[config.mk]
export PLATFORM = sky130hd
export DESIGN_NAME = dram_cmd_arbiter
export DESIGN_NICKNAME = d
export VERILOG_FILES = /design/src/rtl/dram_arb_pkg.sv /design/src/rtl/arb_prio_select.sv /design/src/rtl/arb_scrub_timer.sv /design/src/rtl/arb_bank_tracker.sv /design/src/rtl/dram_cmd_arbiter.sv
export SDC_FILE = /design/constraint.sdc
export NUM_CORES = 1
export LEC_CHECK = 0
export BUFFER_PORTS_ARGS = -buffer_cell sky130_fd_sc_hd__buf_4
export CAP_MARGIN = 40
export CORE_ASPECT_RATIO = 1.2
export CORE_MARGIN = 2
export CORE_UTILIZATION = 42
export DETAILED_ROUTE_END_ITERATION = 7
export GPL_TIMING_DRIVEN = 0
export PLACE_DENSITY = 0.7
export SYNTH_ARGS = -nofsm -noshare
export SYNTH_HDL_FRONTEND = slang
export SYNTH_SLANG_ARGS = --single-unit
export TNS_END_PERCENT = 100
[constraint.sdc]
create_clock -name clk -period 4.2 [get_ports clk]
set_input_delay 0.63 -clock clk [delete_from_list [all_inputs] [get_ports clk]]
set_output_delay 0.63 -clock clk [all_outputs]
set_load 0.02 [all_outputs]
[src/rtl/dram_arb_pkg.sv]
package dram_arb_pkg;

  typedef enum logic [2:0] {
    CMD_NOP,
    CMD_ACT,
    CMD_RD,
    CMD_WR,
    CMD_PRE,
    CMD_REF
  } dram_cmd_e;

  // Source slots, index 0 wins
  localparam int SRC_REF   = 0;
  localparam int SRC_CAS   = 1;
  localparam int SRC_SCRUB = 2;
  localparam int SRC_RD    = 3;
  localparam int SRC_WR    = 4;
  localparam int NUM_SRC   = 5;

  // {ras_n, cas_n, we_n}
  function automatic logic [2:0] cmd_pins(dram_cmd_e c);
    case (c)
      CMD_ACT: return 3'b011;
      CMD_RD:  return 3'b101;
      CMD_WR:  return 3'b100;
      CMD_PRE: return 3'b010;
      CMD_REF: return 3'b001;
      default: return 3'b111;
    endcase
  endfunction

endpackage

[src/rtl/arb_prio_select.sv]
module arb_prio_select #(
  parameter int N = 5
) (
  input  logic         clk,
  input  logic         rst_n,
  input  logic [N-1:0] req,
  output logic [N-1:0] gnt
);

  generate
    for (genvar i = 0; i < N; i++) begin : g_slot
      if (i == 0) begin : g_top
        assign gnt[i] = req[i];
      end else begin : g_rest
        assign gnt[i] = req[i] && !(|req[i-1:0]);
      end
    end
  endgenerate


  one_grant_chk: assert property (@(posedge clk) disable iff (!rst_n)
    $onehot0(gnt));


  work_conserving_chk: assert property (@(posedge clk) disable iff (!rst_n)
    (|req) |-> (|gnt));

endmodule

[src/rtl/arb_scrub_timer.sv]
module arb_scrub_timer #(
  parameter int W = 12
) (
  input  logic         clk,
  input  logic         rst_n,
  input  logic [W-1:0] reload,
  input  logic         grant,
  output logic         pend
);

  logic [W-1:0] cnt_q;
  logic         pend_q;

  always_ff @(posedge clk) begin
    if (!rst_n) begin
      cnt_q  <= reload;
      pend_q <= 1'b0;
    end else if (grant) begin
      cnt_q  <= reload;
      pend_q <= 1'b0;
    end else if (!pend_q) begin
      if (cnt_q == '0) pend_q <= 1'b1;
      else             cnt_q  <= cnt_q - 1'b1;
    end
  end

  assign pend = pend_q;


  scrub_hold_chk: assert property (@(posedge clk) disable iff (!rst_n)
    (pend_q && !grant) |=> pend_q);


  scrub_gnt_pend_chk: assert property (@(posedge clk) disable iff (!rst_n)
    grant |-> pend_q);

endmodule

[src/rtl/arb_bank_tracker.sv]
module arb_bank_tracker
  import dram_arb_pkg::*;
#(
  parameter int NUM_RANKS = 4,
  parameter int NUM_BANKS = 8,
  localparam int RANK_W = $clog2(NUM_RANKS),
  localparam int BANK_W = $clog2(NUM_BANKS)
) (
  input  logic                                clk,
  input  logic                                rst_n,
  input  dram_cmd_e                           op,
  input  logic [RANK_W-1:0]                   rank,
  input  logic [BANK_W-1:0]                   bank,
  output logic [NUM_RANKS-1:0][NUM_BANKS-1:0] bank_open
);

  logic [NUM_RANKS-1:0][NUM_BANKS-1:0] open_q;

  always_ff @(posedge clk) begin
    if (!rst_n) begin
      open_q <= '0;
    end else begin
      case (op)
        CMD_ACT: open_q[rank][bank] <= 1'b1;
        CMD_PRE: open_q[rank][bank] <= 1'b0;
        CMD_REF: open_q[rank]       <= '0;
        default: ;
      endcase
    end
  end

  assign bank_open = open_q;


  act_opens_chk: assert property (@(posedge clk) disable iff (!rst_n)
    (op == CMD_ACT) |=> open_q[$past(rank)][$past(bank)]);


  ref_closes_chk: assert property (@(posedge clk) disable iff (!rst_n)
    (op == CMD_REF) |=> (open_q[$past(rank)] == '0));


  pre_closes_chk: assert property (@(posedge clk) disable iff (!rst_n)
    (op == CMD_PRE) |=> !open_q[$past(rank)][$past(bank)]);

endmodule

[src/rtl/dram_cmd_arbiter.sv]
module dram_cmd_arbiter
  import dram_arb_pkg::*;
#(
  parameter int NUM_RANKS = 4,
  parameter int NUM_BANKS = 8,
  parameter int ROW_W     = 14,
  parameter int COL_W     = 10,
  parameter int SCRUB_W   = 12,
  localparam int RANK_W   = $clog2(NUM_RANKS),
  localparam int BANK_W   = $clog2(NUM_BANKS)
) (
  input  logic                 clk,
  input  logic                 rst_n,
  input  logic                 ref_valid,
  output logic                 ref_ready,
  input  logic [RANK_W-1:0]    ref_rank,
  input  logic                 cas_valid,
  output logic                 cas_ready,
  input  logic [RANK_W-1:0]    cas_rank,
  input  logic [BANK_W-1:0]    cas_bank,
  input  logic [1:0]           cas_op,
  input  logic [COL_W-1:0]     cas_col,
  input  logic                 rd_valid,
  output logic                 rd_ready,
  input  logic [RANK_W-1:0]    rd_rank,
  input  logic [BANK_W-1:0]    rd_bank,
  input  logic [ROW_W-1:0]     rd_row,
  input  logic                 wr_valid,
  output logic                 wr_ready,
  input  logic [RANK_W-1:0]    wr_rank,
  input  logic [BANK_W-1:0]    wr_bank,
  input  logic [ROW_W-1:0]     wr_row,
  input  logic [SCRUB_W-1:0]   scrub_reload,
  input  logic [RANK_W-1:0]    scrub_rank,
  input  logic [BANK_W-1:0]    scrub_bank,
  input  logic [ROW_W-1:0]     scrub_row,
  output logic [NUM_RANKS-1:0] cs_n,
  output logic                 ras_n,
  output logic                 cas_n,
  output logic                 we_n,
  output logic [BANK_W-1:0]    ba,
  output logic [ROW_W-1:0]     addr
);

  logic [NUM_RANKS-1:0][NUM_BANKS-1:0] bank_open;
  logic [NUM_SRC-1:0] req, gnt;
  logic               scrub_pend;

  dram_cmd_e          nxt_cmd;
  logic [RANK_W-1:0]  nxt_rank;
  logic [BANK_W-1:0]  nxt_bank;
  logic [ROW_W-1:0]   nxt_addr;

  // Eligibility per source
  always_comb begin
    req            = '0;
    req[SRC_REF]   = ref_valid;
    req[SRC_CAS]   = cas_valid && (cas_op[1] || bank_open[cas_rank][cas_bank]);
    req[SRC_SCRUB] = scrub_pend && !bank_open[scrub_rank][scrub_bank];
    req[SRC_RD]    = rd_valid && !bank_open[rd_rank][rd_bank];
    req[SRC_WR]    = wr_valid && !bank_open[wr_rank][wr_bank];
  end

  arb_prio_select #(.N(NUM_SRC)) u_prio (
    .clk   (clk),
    .rst_n (rst_n),
    .req   (req),
    .gnt   (gnt)
  );

  arb_scrub_timer #(.W(SCRUB_W)) u_scrub (
    .clk    (clk),
    .rst_n  (rst_n),
    .reload (scrub_reload),
    .grant  (gnt[SRC_SCRUB]),
    .pend   (scrub_pend)
  );

  assign ref_ready = gnt[SRC_REF];
  assign cas_ready = gnt[SRC_CAS];
  assign rd_ready  = gnt[SRC_RD];
  assign wr_ready  = gnt[SRC_WR];

  // Decode the winner into a command
  always_comb begin
    nxt_cmd  = CMD_NOP;
    nxt_rank = '0;
    nxt_bank = '0;
    nxt_addr = '0;
    if (gnt[SRC_REF]) begin
      nxt_cmd  = CMD_REF;
      nxt_rank = ref_rank;
    end else if (gnt[SRC_CAS]) begin
      nxt_rank = cas_rank;
      nxt_bank = cas_bank;
      if (cas_op[1]) begin
        nxt_cmd = CMD_PRE;
      end else begin
        nxt_cmd  = cas_op[0] ? CMD_WR : CMD_RD;
        nxt_addr = ROW_W'(cas_col);
      end
    end else if (gnt[SRC_SCRUB]) begin
      nxt_cmd  = CMD_ACT;
      nxt_rank = scrub_rank;
      nxt_bank = scrub_bank;
      nxt_addr = scrub_row;
    end else if (gnt[SRC_RD]) begin
      nxt_cmd  = CMD_ACT;
      nxt_rank = rd_rank;
      nxt_bank = rd_bank;
      nxt_addr = rd_row;
    end else if (gnt[SRC_WR]) begin
      nxt_cmd  = CMD_ACT;
      nxt_rank = wr_rank;
      nxt_bank = wr_bank;
      nxt_addr = wr_row;
    end
  end

  arb_bank_tracker #(.NUM_RANKS(NUM_RANKS), .NUM_BANKS(NUM_BANKS)) u_banks (
    .clk       (clk),
    .rst_n     (rst_n),
    .op        (nxt_cmd),
    .rank      (nxt_rank),
    .bank      (nxt_bank),
    .bank_open (bank_open)
  );

  // Registered command bus
  always_ff @(posedge clk) begin
    if (!rst_n) begin
      cs_n                 <= '1;
      {ras_n, cas_n, we_n} <= 3'b111;
      ba                   <= '0;
      addr                 <= '0;
    end else begin
      cs_n                 <= (nxt_cmd == CMD_NOP) ? '1 : ~(NUM_RANKS'(1) << nxt_rank);
      {ras_n, cas_n, we_n} <= cmd_pins(nxt_cmd);
      ba                   <= nxt_bank;
      addr                 <= nxt_addr;
    end
  end


  idle_nop_chk: assert property (@(posedge clk) disable iff (!rst_n)
    (cs_n == '1) |-> (ras_n && cas_n && we_n));


  rdy_valid_chk: assert property (@(posedge clk) disable iff (!rst_n)
    (!ref_ready || ref_valid) && (!cas_ready || cas_valid) &&
    (!rd_ready || rd_valid) && (!wr_ready || wr_valid));


  refresh_wins_chk: assert property (@(posedge clk) disable iff (!rst_n)
    ref_valid |-> ref_ready);


  act_idle_chk: assert property (@(posedge clk) disable iff (!rst_n)
    rd_ready |-> !bank_open[rd_rank][rd_bank]);


  cas_open_chk: assert property (@(posedge clk) disable iff (!rst_n)
    (cas_ready && !cas_op[1]) |-> bank_open[cas_rank][cas_bank]);


  ref_enc_chk: assert property (@(posedge clk) disable iff (!rst_n)
    ref_ready |=> (!ras_n && !cas_n && we_n));


  act_enc_chk: assert property (@(posedge clk) disable iff (!rst_n)
    rd_ready |=> (!ras_n && cas_n && we_n && ba == $past(rd_bank) && addr == $past(rd_row)));


  cs_onehot_chk: assert property (@(posedge clk) disable iff (!rst_n)
    $countones(~cs_n) <= 1);

endmodule

## Yosys cells after proc, flatten, opt, wreduce, memory -nomap -nowiden

Cells that the tools add are included.

- Register bits after elaboration: 69
- Input bits: 94
- Output and inout bits: 28
- Logic and storage cells: 120

- $add $sub $neg: 1
- Order comparisons: 12
- Equality and inequality tests: 7
- Shift operators: 1
- Muxes and demuxes: 52
- Bitwise logic cells: 7
- Reduce and logical (&&, ||, !) cells: 28

Operators by type and width:

| cell | number |
|---|---|
| one-hot mux 32 bit (3 select lines) | 1 |
| AND 32 bit | 2 |
| binary-select mux 8 bit (select 2 bit) | 4 |
| NOT 32 bit | 2 |
| 2-to-1 mux 14 bit | 4 |
| 2-to-1 mux 12 bit | 4 |
| 2-to-1 mux 8 bit | 6 |
| demux 8 bit (select 2 bit) | 2 |
| bitwise OR 32 bit | 1 |
| 2-to-1 mux 3 bit | 8 |
| < comparator 3 x 4 -> 1 bit (second input constant) | 5 |
| < comparator 2 x 3 -> 1 bit (second input constant) | 5 |
| one-hot mux 3 bit (5 select lines) | 1 |
| binary-select mux 1 bit (select 3 bit) | 4 |
| zero test 12 bit | 1 |
| subtractor 12 x 1 -> 12 bit (second input constant) | 1 |
| 2-to-1 mux 1 bit | 11 |
| logical AND 1 bit | 10 |
| 2-to-1 mux 10 bit | 1 |
| 2-to-1 mux 2 bit | 5 |
| OR reduction 2 bit | 4 |
| zero test 1 bit | 7 |
| equality test 3 x 2 -> 1 bit (second input constant) | 2 |
| equality test 3 bit (second input constant) | 2 |
| other kinds (14) | 15 |

## Depth between registers and ports, before layout

Gate-level depths: netlist of run 1.

- Word-level depth: 23
- Mapped depth: 14
- Gate-level depth less buffers: 9

## Hierarchy

From an unflattened synthesis of run 1, not the netlist that was laid out.

- Cells, all modules: 538
- Area total of the unflattened synthesis: 4901.0 µm²

By module, submodules not included:

| module | times used | cells an instance | area an instance (µm²) | sequential area each (µm²) |
|---|---|---|---|---|
| dram_cmd_arbiter | 1 | 242 | 2361.0 | 480.5 |
| arb_bank_tracker | 1 | 210 | 1679.1 | 640.6 |
| arb_scrub_timer | 1 | 80 | 805.8 | 380.4 |
| arb_prio_select | 1 | 6 | 55.1 | 0.0 |

## Least setup slack after synthesis of run 1

OpenSTA, ideal clock, no wires.

- Kind: input to output
- From: in scrub_rank[0]
- To: out wr_ready
- Data arrival time: 2765 ps
- Required time: 3570 ps
- Path slack: 805 ps
- Stages on the path: 9
- Path buffers: 3
- Cells stage by stage: buf_4 > mux4_2 > mux2i_1 > and3_1 > o41ai_2 > o211a_1 > and3_1 > clkbuf_1 > clkbuf_1

- Longest elaborated chain between the ends: 9

RTL lines:

| item | line | text |
|---|---|---|
| start, declared | dram_cmd_arbiter.sv:34 | `input logic [RANK_W-1:0] scrub_rank,` |
| binary-select mux 8 bit (select 2 bit) | dram_cmd_arbiter.sv:59 | `req[SRC_SCRUB] = scrub_pend && !bank_open[scrub_rank][scrub_bank];` |
| 2-to-1 mux 8 bit (not written as such) | dram_cmd_arbiter.sv:59 |  |
| binary-select mux 1 bit (select 3 bit) | dram_cmd_arbiter.sv:59 |  |
| 2-to-1 mux 1 bit (not written as such) | dram_cmd_arbiter.sv:59 |  |
| zero test 1 bit | dram_cmd_arbiter.sv:59 |  |
| logical AND 1 bit | dram_cmd_arbiter.sv:59 |  |
| OR reduction 4 bit | arb_prio_select.sv:15 | `assign gnt[i] = req[i] && !(\|req[i-1:0]);` |
| zero test 1 bit | arb_prio_select.sv:15 |  |
| logical AND 1 bit | arb_prio_select.sv:15 |  |
| end, declared | dram_cmd_arbiter.sv:29 | `output logic wr_ready,` |

Every way passes these cells. The select of a mux whose other input is x is not followed.

## Final worst setup path of run 1

- From: in wr_rank[1]
- To: out wr_ready

- Longest elaborated chain between the ends: 7

RTL lines:

| item | line | text |
|---|---|---|
| start, declared | dram_cmd_arbiter.sv:30 | `input logic [RANK_W-1:0] wr_rank,` |
| binary-select mux 8 bit (select 2 bit) | dram_cmd_arbiter.sv:61 | `req[SRC_WR] = wr_valid && !bank_open[wr_rank][wr_bank];` |
| 2-to-1 mux 8 bit (not written as such) | dram_cmd_arbiter.sv:61 |  |
| binary-select mux 1 bit (select 3 bit) | dram_cmd_arbiter.sv:61 |  |
| 2-to-1 mux 1 bit (not written as such) | dram_cmd_arbiter.sv:61 |  |
| zero test 1 bit | dram_cmd_arbiter.sv:61 |  |
| logical AND 1 bit | dram_cmd_arbiter.sv:61 |  |
| logical AND 1 bit | arb_prio_select.sv:15 |  |

Every way passes these cells. The select of a mux whose other input is x is not followed.

==> impl_metrics.env, run 1 <==
export IMPL_dp_final_hpwl_um=12300
export IMPL_cp_required_ns=3.57
export IMPL_pre_cts_ws_ns=0.124
export IMPL_grt_antenna_before_repair=0
export IMPL_grt_max_degree=14
export IMPL_grt_util_all_layers_pct=25.7
export IMPL_core_area_um2=11100
export IMPL_dp_cells=768
export IMPL_clockBufferDepth=2
export IMPL_netlist_top_cells_area="dfxtp_1, mux4_2, edfxtp_1"
export IMPL_synth_area_um2=4800
export IMPL_max_freq_mhz=251
export IMPL_cts_tree="yes"
export IMPL_clk_latency_ns=0.34
export IMPL_fin_crit_sh_pct=95.0
export IMPL_r2r_start="u_banks.bank_open[28]$_SDFFE_PN0P_"
export IMPL_synth_top_cell_area_share_pct=23.8
export IMPL_startpoint_type="primary input"
export IMPL_vias=4860
export IMPL_syn_area_per_cell_um2=9.56
export IMPL_finalCriticalPeriod_ns=3.99
export IMPL_status="finished clean"
export IMPL_drtPass1Iterations=8
export IMPL_io_pins=122
export IMPL_drt_iter0_drc=531
export IMPL_arrival_ns=3.36
export IMPL_synth_seq_cells=69
export IMPL_diodes=0
export IMPL_area_delta_synth_final_pct=27.7
export IMPL_antenna_left=0
export IMPL_totalWireLength_um=15600
export IMPL_min_from="cas_op[0]"
export IMPL_instances_no_fill=784
export IMPL_multi_input_area_um2=3070
export IMPL_synth_cells=502
export IMPL_synth_most_common_cell="dfxtp_1"
export IMPL_tightest_slew_ns=0.816
export IMPL_reg2reg_slack_ns=0.59
export IMPL_routedWlPerCell_um=19.9
export IMPL_port_buffers=112
export IMPL_switching_share_pct=29.7
export IMPL_setup_tns_final_ns=0
export IMPL_intPower_mw=1.33
export IMPL_worstSetupPathType="in -> out"
export IMPL_async_flop_share_pct=0
export IMPL_finalHoldViolations=0
export IMPL_worstPathMaxFanout=10
export IMPL_pwr_density_cell_nw_per_um2=309
export IMPL_finalWorstSetupSlack_ns=0.210
export IMPL_ctsResizeCount=0
export IMPL_grt_pass1_vias=4629
export IMPL_hold_end="we_n$_SDFF_PN1_"
export IMPL_p_leak_nw=2.41
export IMPL_hold_depth=2
export IMPL_synth_seq_area_share_pct=31.3
export IMPL_r2r_end="u_banks.bank_open[29]$_SDFFE_PN0P_"
export IMPL_rsz0062_at_grt="false"
export IMPL_peakVddDrop_v=0.000197
export IMPL_die_area_um2=12300
export IMPL_slew_headroom_pct=45.2
export IMPL_cts_buffers=9
export IMPL_die_h_um=121
export IMPL_grt_pass1_wl_um=24200
export IMPL_grt_ovfl_total=0
export IMPL_finalSetupViolCount=0
export IMPL_synth_common_cells="dfxtp_1, nand2_1, nor2_1, a21oi_1, mux4_2"
export IMPL_clkSlewWorstSetupHoldPaths_ns=0.06
export IMPL_hold_class="in -> reg"
export IMPL_regArea_um2=1500
export IMPL_drcViolationCount=0
export IMPL_synth_edf_count=12
export IMPL_layout_drive_gt1_share_pct=33.0
export IMPL_r2r_worst_path_cells=10
export IMPL_ys_types=78
export IMPL_yosysTopAreaCell="dfxtp_1"
export IMPL_fillers=988
export IMPL_p_clk_share_pct=38.8
export IMPL_gp_congestion=0.924
export IMPL_yosysWarnings=0
export IMPL_cts_sinks=69
export IMPL_skew_ns=0.00981
export IMPL_worst_setup_path_end_kind="output port"
export IMPL_rows=42
export IMPL_initial_core_util_pct=43.3
export IMPL_cts_hold_buf=0
export IMPL_root_buffer="clkbuf_16"
export IMPL_vias_per_cell=6.20
export IMPL_chipWidth_um=102
export IMPL_cts_max_level=3
export IMPL_maxCapViolations=0
export IMPL_final_max_slew_viol_count=0
export IMPL_finalNetCount=720
export IMPL_switching_power_mw=0.561
export IMPL_combPwrFrac_pct=22.4
export IMPL_ys_flop_type="dfxtp_1"
export IMPL_synthesis_nets=597
export IMPL_seq_power_share_pct=38.8
export IMPL_cts_setup_buffers=0
kinds of logic (layout without fill, tap and decap cells):
kind of cell	count (synthesis)	after routing	synth area share, %
DFF	69	69	31.3
and+or+nand+nor	163	163	18.3
xor gates and xnor gates	9	9	1.64
AOI/OAI and AO/OA	166	166	27.9
muxes	46	46	15.8
buffers and inverters	48	176	4.80
adders and majority gates	1	1	0.261
area by class of cell:
cell class / instances / area share (%)
multi-input combinational: 385 / 50.1
sequential: 69 / 24.5
timing repair buffer: 112 / 13.7
clock buffer: 11 / 4.15
tap: 154 / 3.14
buffer: 36 / 3.02
inverter: 12 / 0.735
clock inverter: 5 / 0.653
cells in the final DEF (no fill, tap or decap), types with 4 or more instances in the layout:
master and instances:
clkbuf_16 10, buf_4 118, o31ai_1 6, edfxtp_1 12
nor3_2 5, a222oi_1 11, clkbuf_1 16, nor3_1 11
mux2_2 10, o211ai_1 4, a221oi_1 4, a211oi_1 13
nor2_1 35, nand3_1 11, a21o_1 4, o21ai_0 18
nor2b_1 10, inv_1 10, nand2_1 54, xnor2_1 5
o2bb2ai_1 4, nor4_4 4, mux2i_1 13, dfxtp_1 57
buf_2 10, a31oi_1 4, a22o_1 8, and3_1 9
o211a_1 4, mux4_2 23, o22ai_1 6, o41a_1 4
xor2_1 4, a21oi_1 25, o21bai_1 7, nand2b_1 4
worst max-delay path by stage:
| stage | cells after the start | end | start |
|---|---|---|---|
| floorplan | 9 | wr_ready | scrub_rank[0] |
| global placement | 10 | u_scrub.cnt_q[0]$_DFFE_PP_ | scrub_bank[0] |
| detailed placement | 10 | u_scrub.cnt_q[1]$_DFFE_PP_ | scrub_bank[0] |
| CTS | 10 | wr_ready | scrub_rank[0] |
| global route | 10 | wr_ready | wr_rank[0] |
| finish | 9 | wr_ready | wr_rank[1] |
routing by layer:
metal	vias up	share of wire (%)	global-route usage, %
met5	-	0	0
met4	0	5.1	14.6
met3	59	7.8	6.28
met2	261	49	42.0
met1	2316	38	30.4
li1	2224	-	-
per-stage QoR:
stage          utilization (%)  instance area [um^2]  total power [mW]  hold slack [ns]
2_1_floorplan                -                  4800              1.00            0.457
3_3_place_gp              52.6                  5830              1.15            0.525
3_5_place_dp              52.6                  5830              1.16            0.530
4_1_cts                   55.3                  6130              1.90            0.494
5_1_grt                   55.3                  6130              1.97            0.501
6_report                  55.3                  6130              1.89            0.501
power by group through the flow:
stage,sequential (mW),clock [mW],combinational [mW]
2_1_floorplan,0.752,0,0.250
3_3_place_gp,0.746,0,0.408
3_5_place_dp,0.748,0,0.417
4_1_cts,0.734,0.743,0.419
5_1_grt,0.738,0.772,0.457
6_report,0.735,0.733,0.424
flip-flops by register name (all words and copies together) (netlist names):
| name | flops |
|---|---|
| addr | 14 |
| cs_n | 4 |
| ba | 3 |
| u_scrub.cnt_q | 12 |
| u_scrub.pend | 1 |
| we_n | 1 |
| u_banks.bank_open | 32 |
| cas_n | 1 |
| ras_n | 1 |
critical path, cell delays in order:
cell,delay [ns]
clkbuf_1,0.38
mux4_2,0.38
a22oi_1,0.26
o31ai_1,0.14
nor3_2,0.39
and3_1,0.23
clkbuf_1,0.30
clkbuf_1,0.40
buf_4,0.23
Note: power is estimated with default switching activity, not from simulation.
==> run 2, diff against run 1 <==
--- a/config.mk
+++ b/config.mk
@@ -10,6 +10,7 @@
 export CORE_ASPECT_RATIO = 1.2
 export CORE_MARGIN = 2
 export CORE_UTILIZATION = 42
+export CTS_BUF_LIST = sky130_fd_sc_hd__clkbuf_16
 export DETAILED_ROUTE_END_ITERATION = 7
 export GPL_TIMING_DRIVEN = 0
 export PLACE_DENSITY = 0.7
==> run 2 against run 1 <==
  * Final area stayed put
  * Utilization is the same
  * Fmax is essentially flat
  * Global-route usage is the same
  * Clock skew is essentially flat
  * Register-to-register slack is essentially flat
  * Die area stayed put
  * Hold slack about the same
  * Combinational power barely moved
  * Sequential power about the same
  * Worst setup slack gained 0.0013 ns
  * Non-clock buffer count did not move
  * Critical path type unchanged
==> impl_metrics.env, run 2 (synthesis results as in run 1) <==
export IMPL_dp_final_hpwl_um=12300
export IMPL_rsz0062_at_grt="false"
export IMPL_cts_tree="yes"
export IMPL_largest_reg_flops=32
export IMPL_slew_headroom_pct=44.6
export IMPL_chipWidth_um=102
export IMPL_grt_util_all_layers_pct=25.7
export IMPL_setup_tns_final_ns=0
export IMPL_status="finished clean"
export IMPL_final_common_cell="buf_4"
export IMPL_seq_power_share_pct=38.9
export IMPL_vias_per_cell=6.20
export IMPL_maxCapViolations=0
export IMPL_hold_class="in -> reg"
export IMPL_worstPathMaxFanout=10
export IMPL_final_max_slew_viol_count=0
export IMPL_switching_share_pct=29.7
export IMPL_antenna_left=0
export IMPL_grt_max_degree=14
export IMPL_cts_hold_buf=0
export IMPL_stdcell_area_um2=6130
export IMPL_die_area_um2=12300
export IMPL_clkSlewWorstSetupHoldPaths_ns=0.06
export IMPL_fin_crit_sh_pct=95.0
export IMPL_p_clk_share_pct=38.7
export IMPL_finalNetCount=720
export IMPL_die_h_um=121
export IMPL_grt_ovfl_total=0
export IMPL_finalSetupViolCount=0
export IMPL_port_buffers=112
export IMPL_worstSetupPathType="in -> out"
export IMPL_fillers=988
export IMPL_grt_pass1_wl_um=24200
export IMPL_finalHoldViolations=0
export IMPL_gp_congestion=0.924
export IMPL_root_buffer="clkbuf_16"
export IMPL_finalCriticalPeriod_ns=3.99
export IMPL_cts_buffers=9
export IMPL_drtPass1Iterations=7
export IMPL_pwr_density_cell_nw_per_um2=308
export IMPL_cts_sinks=69
export IMPL_diodes=0
export IMPL_timing_hold_ws_ns=0.501
export IMPL_max_freq_mhz=251
export IMPL_io_pins=122
export IMPL_grt_pass1_vias=4629
export IMPL_drt_iter0_drc=531
export IMPL_core_area_um2=11100
export IMPL_totalWireLength_um=15600
export IMPL_routedWlPerCell_um=19.9
export IMPL_skew_ns=0.00981
export IMPL_grt_antenna_before_repair=0
export IMPL_rows=42
export IMPL_initial_core_util_pct=43.3
export IMPL_arrival_ns=3.36
export IMPL_cts_setup_buffers=0
export IMPL_vias=4863
export IMPL_combPwrFrac_pct=22.4
export IMPL_worst_setup_path_end_kind="output port"
export IMPL_switching_power_mw=0.561
export IMPL_cts_max_level=3
export IMPL_area_delta_synth_final_pct=27.7
export IMPL_layout_drive_gt1_share_pct=33.0
export IMPL_drcViolationCount=0
export IMPL_startpoint_type="primary input"
export IMPL_cp_required_ns=3.57
export IMPL_p_leak_nw=2.41
export IMPL_dpl_cell_area_um2=5830
export IMPL_peakVddDrop_v=0.000197
export IMPL_layout_common_cells="buf_4, dfxtp_1, nand2_1"
export IMPL_fin_util_pct=55.3
export IMPL_tightest_slew_ns=0.825
export IMPL_ctsResizeCount=0
export IMPL_clockBufferDepth=2
export IMPL_intPower_mw=1.33
export IMPL_clk_latency_ns=0.34
## run 2: cell types whose count changed in the layout (fill, tap and decap cells not counted), sizes merged
cell,previous run,this run
clkbuf,26,25
inv,12,13
## run 2: cell type report
cell class / count / area (um^2) / share of cell area [%]
plain buffers: 36 / 185 / 3.02
clock inverters: 6 / 43.8 / 0.715
multi-input cells: 385 / 3070 / 50.1
clock buffers: 10 / 250 / 4.08
well taps: 154 / 193 / 3.14
flip-flops and latches: 69 / 1500 / 24.5
repair buffers: 112 / 841 / 13.7
inverters: 12 / 45.0 / 0.735
## run 2: per-stage QoR
stage                     cells  total power, mW  worst slack [ns]
after floorplan             502             1.00             0.805
after global placement      768             1.15             0.253
after detailed placement    768             1.16             0.124
after CTS                   784             1.89             0.230
after global routing        784             1.97            0.0318
final                       784             1.89             0.212
## run 2: final timing paths
path | slack, ns | endpoint | from | cells past startpoint
worst min-delay path | 0.50 | we_n$_SDFF_PN1_ | cas_op[0] | 2
worst max register to register | 0.59 | u_banks.bank_open[29]$_SDFFE_PN0P_ | u_banks.bank_open[28]$_SDFFE_PN0P_ | 10
worst min register to register | 0.55 | u_banks.bank_open[14]$_SDFFE_PN0P_ | u_banks.bank_open[14]$_SDFFE_PN0P_ | 2
worst max-delay path | 0.21 | wr_ready | wr_rank[1] | 9
## run 2: per-layer routing
metal,part of all wire (%),up-vias,routed length (um),track usage (%)
met4,5.1,0,800,14.6
met1,38,2318,5920,30.4
met3,7.7,59,1200,6.28
met5,0,-,0,0
met2,49,262,7680,42.0
li1,-,2224,-,-
## run 2: power groups by stage
stage | combinational, mW | sequential [mW] | clock [mW]
global placement | 0.408 | 0.746 | 0
finish | 0.424 | 0.735 | 0.731
floorplan | 0.250 | 0.752 | 0
CTS | 0.419 | 0.734 | 0.741
detailed placement | 0.417 | 0.748 | 0
global route | 0.457 | 0.738 | 0.770
## run 2: worst max-delay path, stage by stage
cell	delay, ns
clkbuf_1	0.38
mux4_2	0.38
a22oi_1	0.26
o31ai_1	0.14
nor3_2	0.39
and3_1	0.23
clkbuf_1	0.30
clkbuf_1	0.40
buf_4	0.23
==> run 3, diff against run 2 <==
==> constraint.sdc (replaced) <==
create_clock -name clk -period 3.8 [get_ports clk]
set_input_delay 0.57 -clock clk [delete_from_list [all_inputs] [get_ports clk]]
set_output_delay 0.57 -clock clk [all_outputs]
set_load 0.02 [all_outputs]
==> run 3 against run 2 <==
  * The run now ends with DRC left
  * Worst setup slack got worse by 0.058 ns
  * Clock-buffer cell count unchanged
  * Combinational power increased by 11%
==> impl_metrics.env, run 3 (synthesis results as in run 1) <==
export IMPL_vias=4851
export IMPL_cts_sinks=69
export IMPL_drcViolationCount=3
export IMPL_tightest_slew_ns=0.689
export IMPL_slew_headroom_pct=53.8
export IMPL_r2r_worst_path_cells=9
export IMPL_die_h_um=121
export IMPL_hold_class="in -> reg"
export IMPL_io_pins=122
export IMPL_finalNetCount=719
export IMPL_r2r_end="u_banks.bank_open[26]$_SDFFE_PN0P_"
export IMPL_startpoint_type="primary input"
export IMPL_clk_latency_ns=0.34
export IMPL_largest_reg_flops=32
export IMPL_final_common_cell="buf_4"
export IMPL_grt_pass1_vias=4629
export IMPL_antenna_left=0
export IMPL_initial_core_util_pct=43.3
export IMPL_p_leak_nw=2.42
export IMPL_use_met1_pct=30.4
export IMPL_area_delta_synth_final_pct=28.0
export IMPL_clkSlewWorstSetupHoldPaths_ns=0.06
export IMPL_cts_setup_buffers=0
export IMPL_crit_end="rd_ready"
export IMPL_fin_crit_sh_pct=96.0
export IMPL_chipWidth_um=102
export IMPL_peakVddDrop_v=0.000217
export IMPL_gp_congestion=0.924
export IMPL_dp_final_hpwl_um=12300
export IMPL_root_buffer="clkbuf_16"
export IMPL_reg2reg_slack_ns=0.33
export IMPL_max_freq_mhz=274
export IMPL_cts_tree="yes"
export IMPL_dp_cells=768
export IMPL_grt_ovfl_total=0
export IMPL_status="complete, but fails checks"
export IMPL_rows=42
export IMPL_cts_hold_buf=0
export IMPL_grt_max_degree=14
export IMPL_totalWireLength_um=15600
export IMPL_layout_common_cells="buf_4, dfxtp_1, nand2_1"
export IMPL_diodes=0
export IMPL_worst_setup_path_end_kind="output port"
export IMPL_die_area_um2=12300
export IMPL_hold_depth=2
export IMPL_finalHoldViolations=0
export IMPL_grt_util_all_layers_pct=25.7
export IMPL_use_met3_pct=6.28
export IMPL_clockBufferDepth=2
export IMPL_grt_busiest_layer="met2"
export IMPL_routedWlPerCell_um=19.9
export IMPL_worstSetupPathType="in -> out"
export IMPL_worstPathMaxFanout=10
export IMPL_drt_iter0_drc=505
export IMPL_port_buffers=112
export IMPL_r2r_start="u_banks.bank_open[7]$_SDFFE_PN0P_"
export IMPL_cts_max_level=3
export IMPL_power_mw=2.09
export IMPL_instances_no_fill=783
export IMPL_finalSetupViolCount=0
export IMPL_grt_use_met2_pct=42.0
export IMPL_pwr_density_cell_nw_per_um2=340
export IMPL_rsz0062_at_grt="false"
export IMPL_grt_pass1_wl_um=24200
export IMPL_finalCriticalPeriod_ns=3.65
export IMPL_arrival_ns=3.08
export IMPL_grt_antenna_before_repair=0
export IMPL_final_max_slew_viol_count=0
export IMPL_layout_drive_gt1_share_pct=33.7
export IMPL_startpoint="rd_bank[0]"
export IMPL_skew_ns=0.00925
export IMPL_drtPass1Iterations=8
export IMPL_violations="DRC"
export IMPL_cp_required_ns=3.23
export IMPL_cts_buffers=9
export IMPL_core_area_um2=11100
export IMPL_maxCapViolations=0
export IMPL_vias_per_cell=6.20
[run 3: per-layer routing]
metal,wire length [um],up-vias,part of all wire (%)
li1,-,2219,-
met1,5800,2297,37
met2,7640,277,49
met3,1320,58,8.4
met4,831,0,5.3
met5,0,-,0
[run 3: timing repair]
item	4_1_cts	5_1_grt
gates resized for setup	1	4
endpoints found under the setup margin	1	31
hold endpoints to repair	0	0
pin swaps	0	0
[run 3: worst min path at each step]
stage                                            start                            endpoint  slack (ns)
finish                                       cas_op[0]                     we_n$_SDFF_PN1_        0.44
global route                                 cas_op[0]                     we_n$_SDFF_PN1_        0.44
CTS                                          cas_op[0]                     we_n$_SDFF_PN1_        0.43
detailed placement   u_banks.bank_open[1]$_SDFFE_PN0P_   u_banks.bank_open[1]$_SDFFE_PN0P_        0.53
global placement    u_banks.bank_open[21]$_SDFFE_PN0P_  u_banks.bank_open[21]$_SDFFE_PN0P_        0.53
floorplan           u_banks.bank_open[14]$_SDFFE_PN0P_  u_banks.bank_open[14]$_SDFFE_PN0P_        0.46
[run 3: layout make-up]
type / count / area, um^2
Buffer: 35 / 183
Inverter: 12 / 45.0
Multi-Input combinational cell: 385 / 3090
Tap cell: 154 / 193
Timing Repair Buffer: 112 / 841
Clock inverter: 6 / 43.8
Clock buffer: 10 / 250
Fill cell: 991 / 4940
Sequential cell: 69 / 1500
[run 3: power breakdown]
group	internal, mW	switching, mW	total (mW)
clock	0.483	0.326	0.809
combinational	0.204	0.267	0.471
sequential	0.782	0.0299	0.812
[run 3: metrics by stage]
step           hold WS, ns  worst slack [ns]  cell area, um^2  util [%]  TNS [ns]
6_report             0.440             0.154             6150      55.4         0
3_5_place_dp         0.530            -0.216             5830      52.6     -4.91
2_1_floorplan        0.457             0.495             4800         -         0
5_1_grt              0.441            0.0234             6150      55.4         0
3_3_place_gp         0.525           -0.0872             5830      52.6     -1.92
4_1_cts              0.434            0.0237             6130      55.3         0
[run 3: worst max-delay path: stages]
cell	delay, ns
buf_4	0.09
buf_4	0.20
mux4_2	0.52
mux2i_1	0.28
o221a_2	0.28
o21ai_2	0.14
nor2_2	0.36
clkbuf_1	0.40
buf_4	0.22
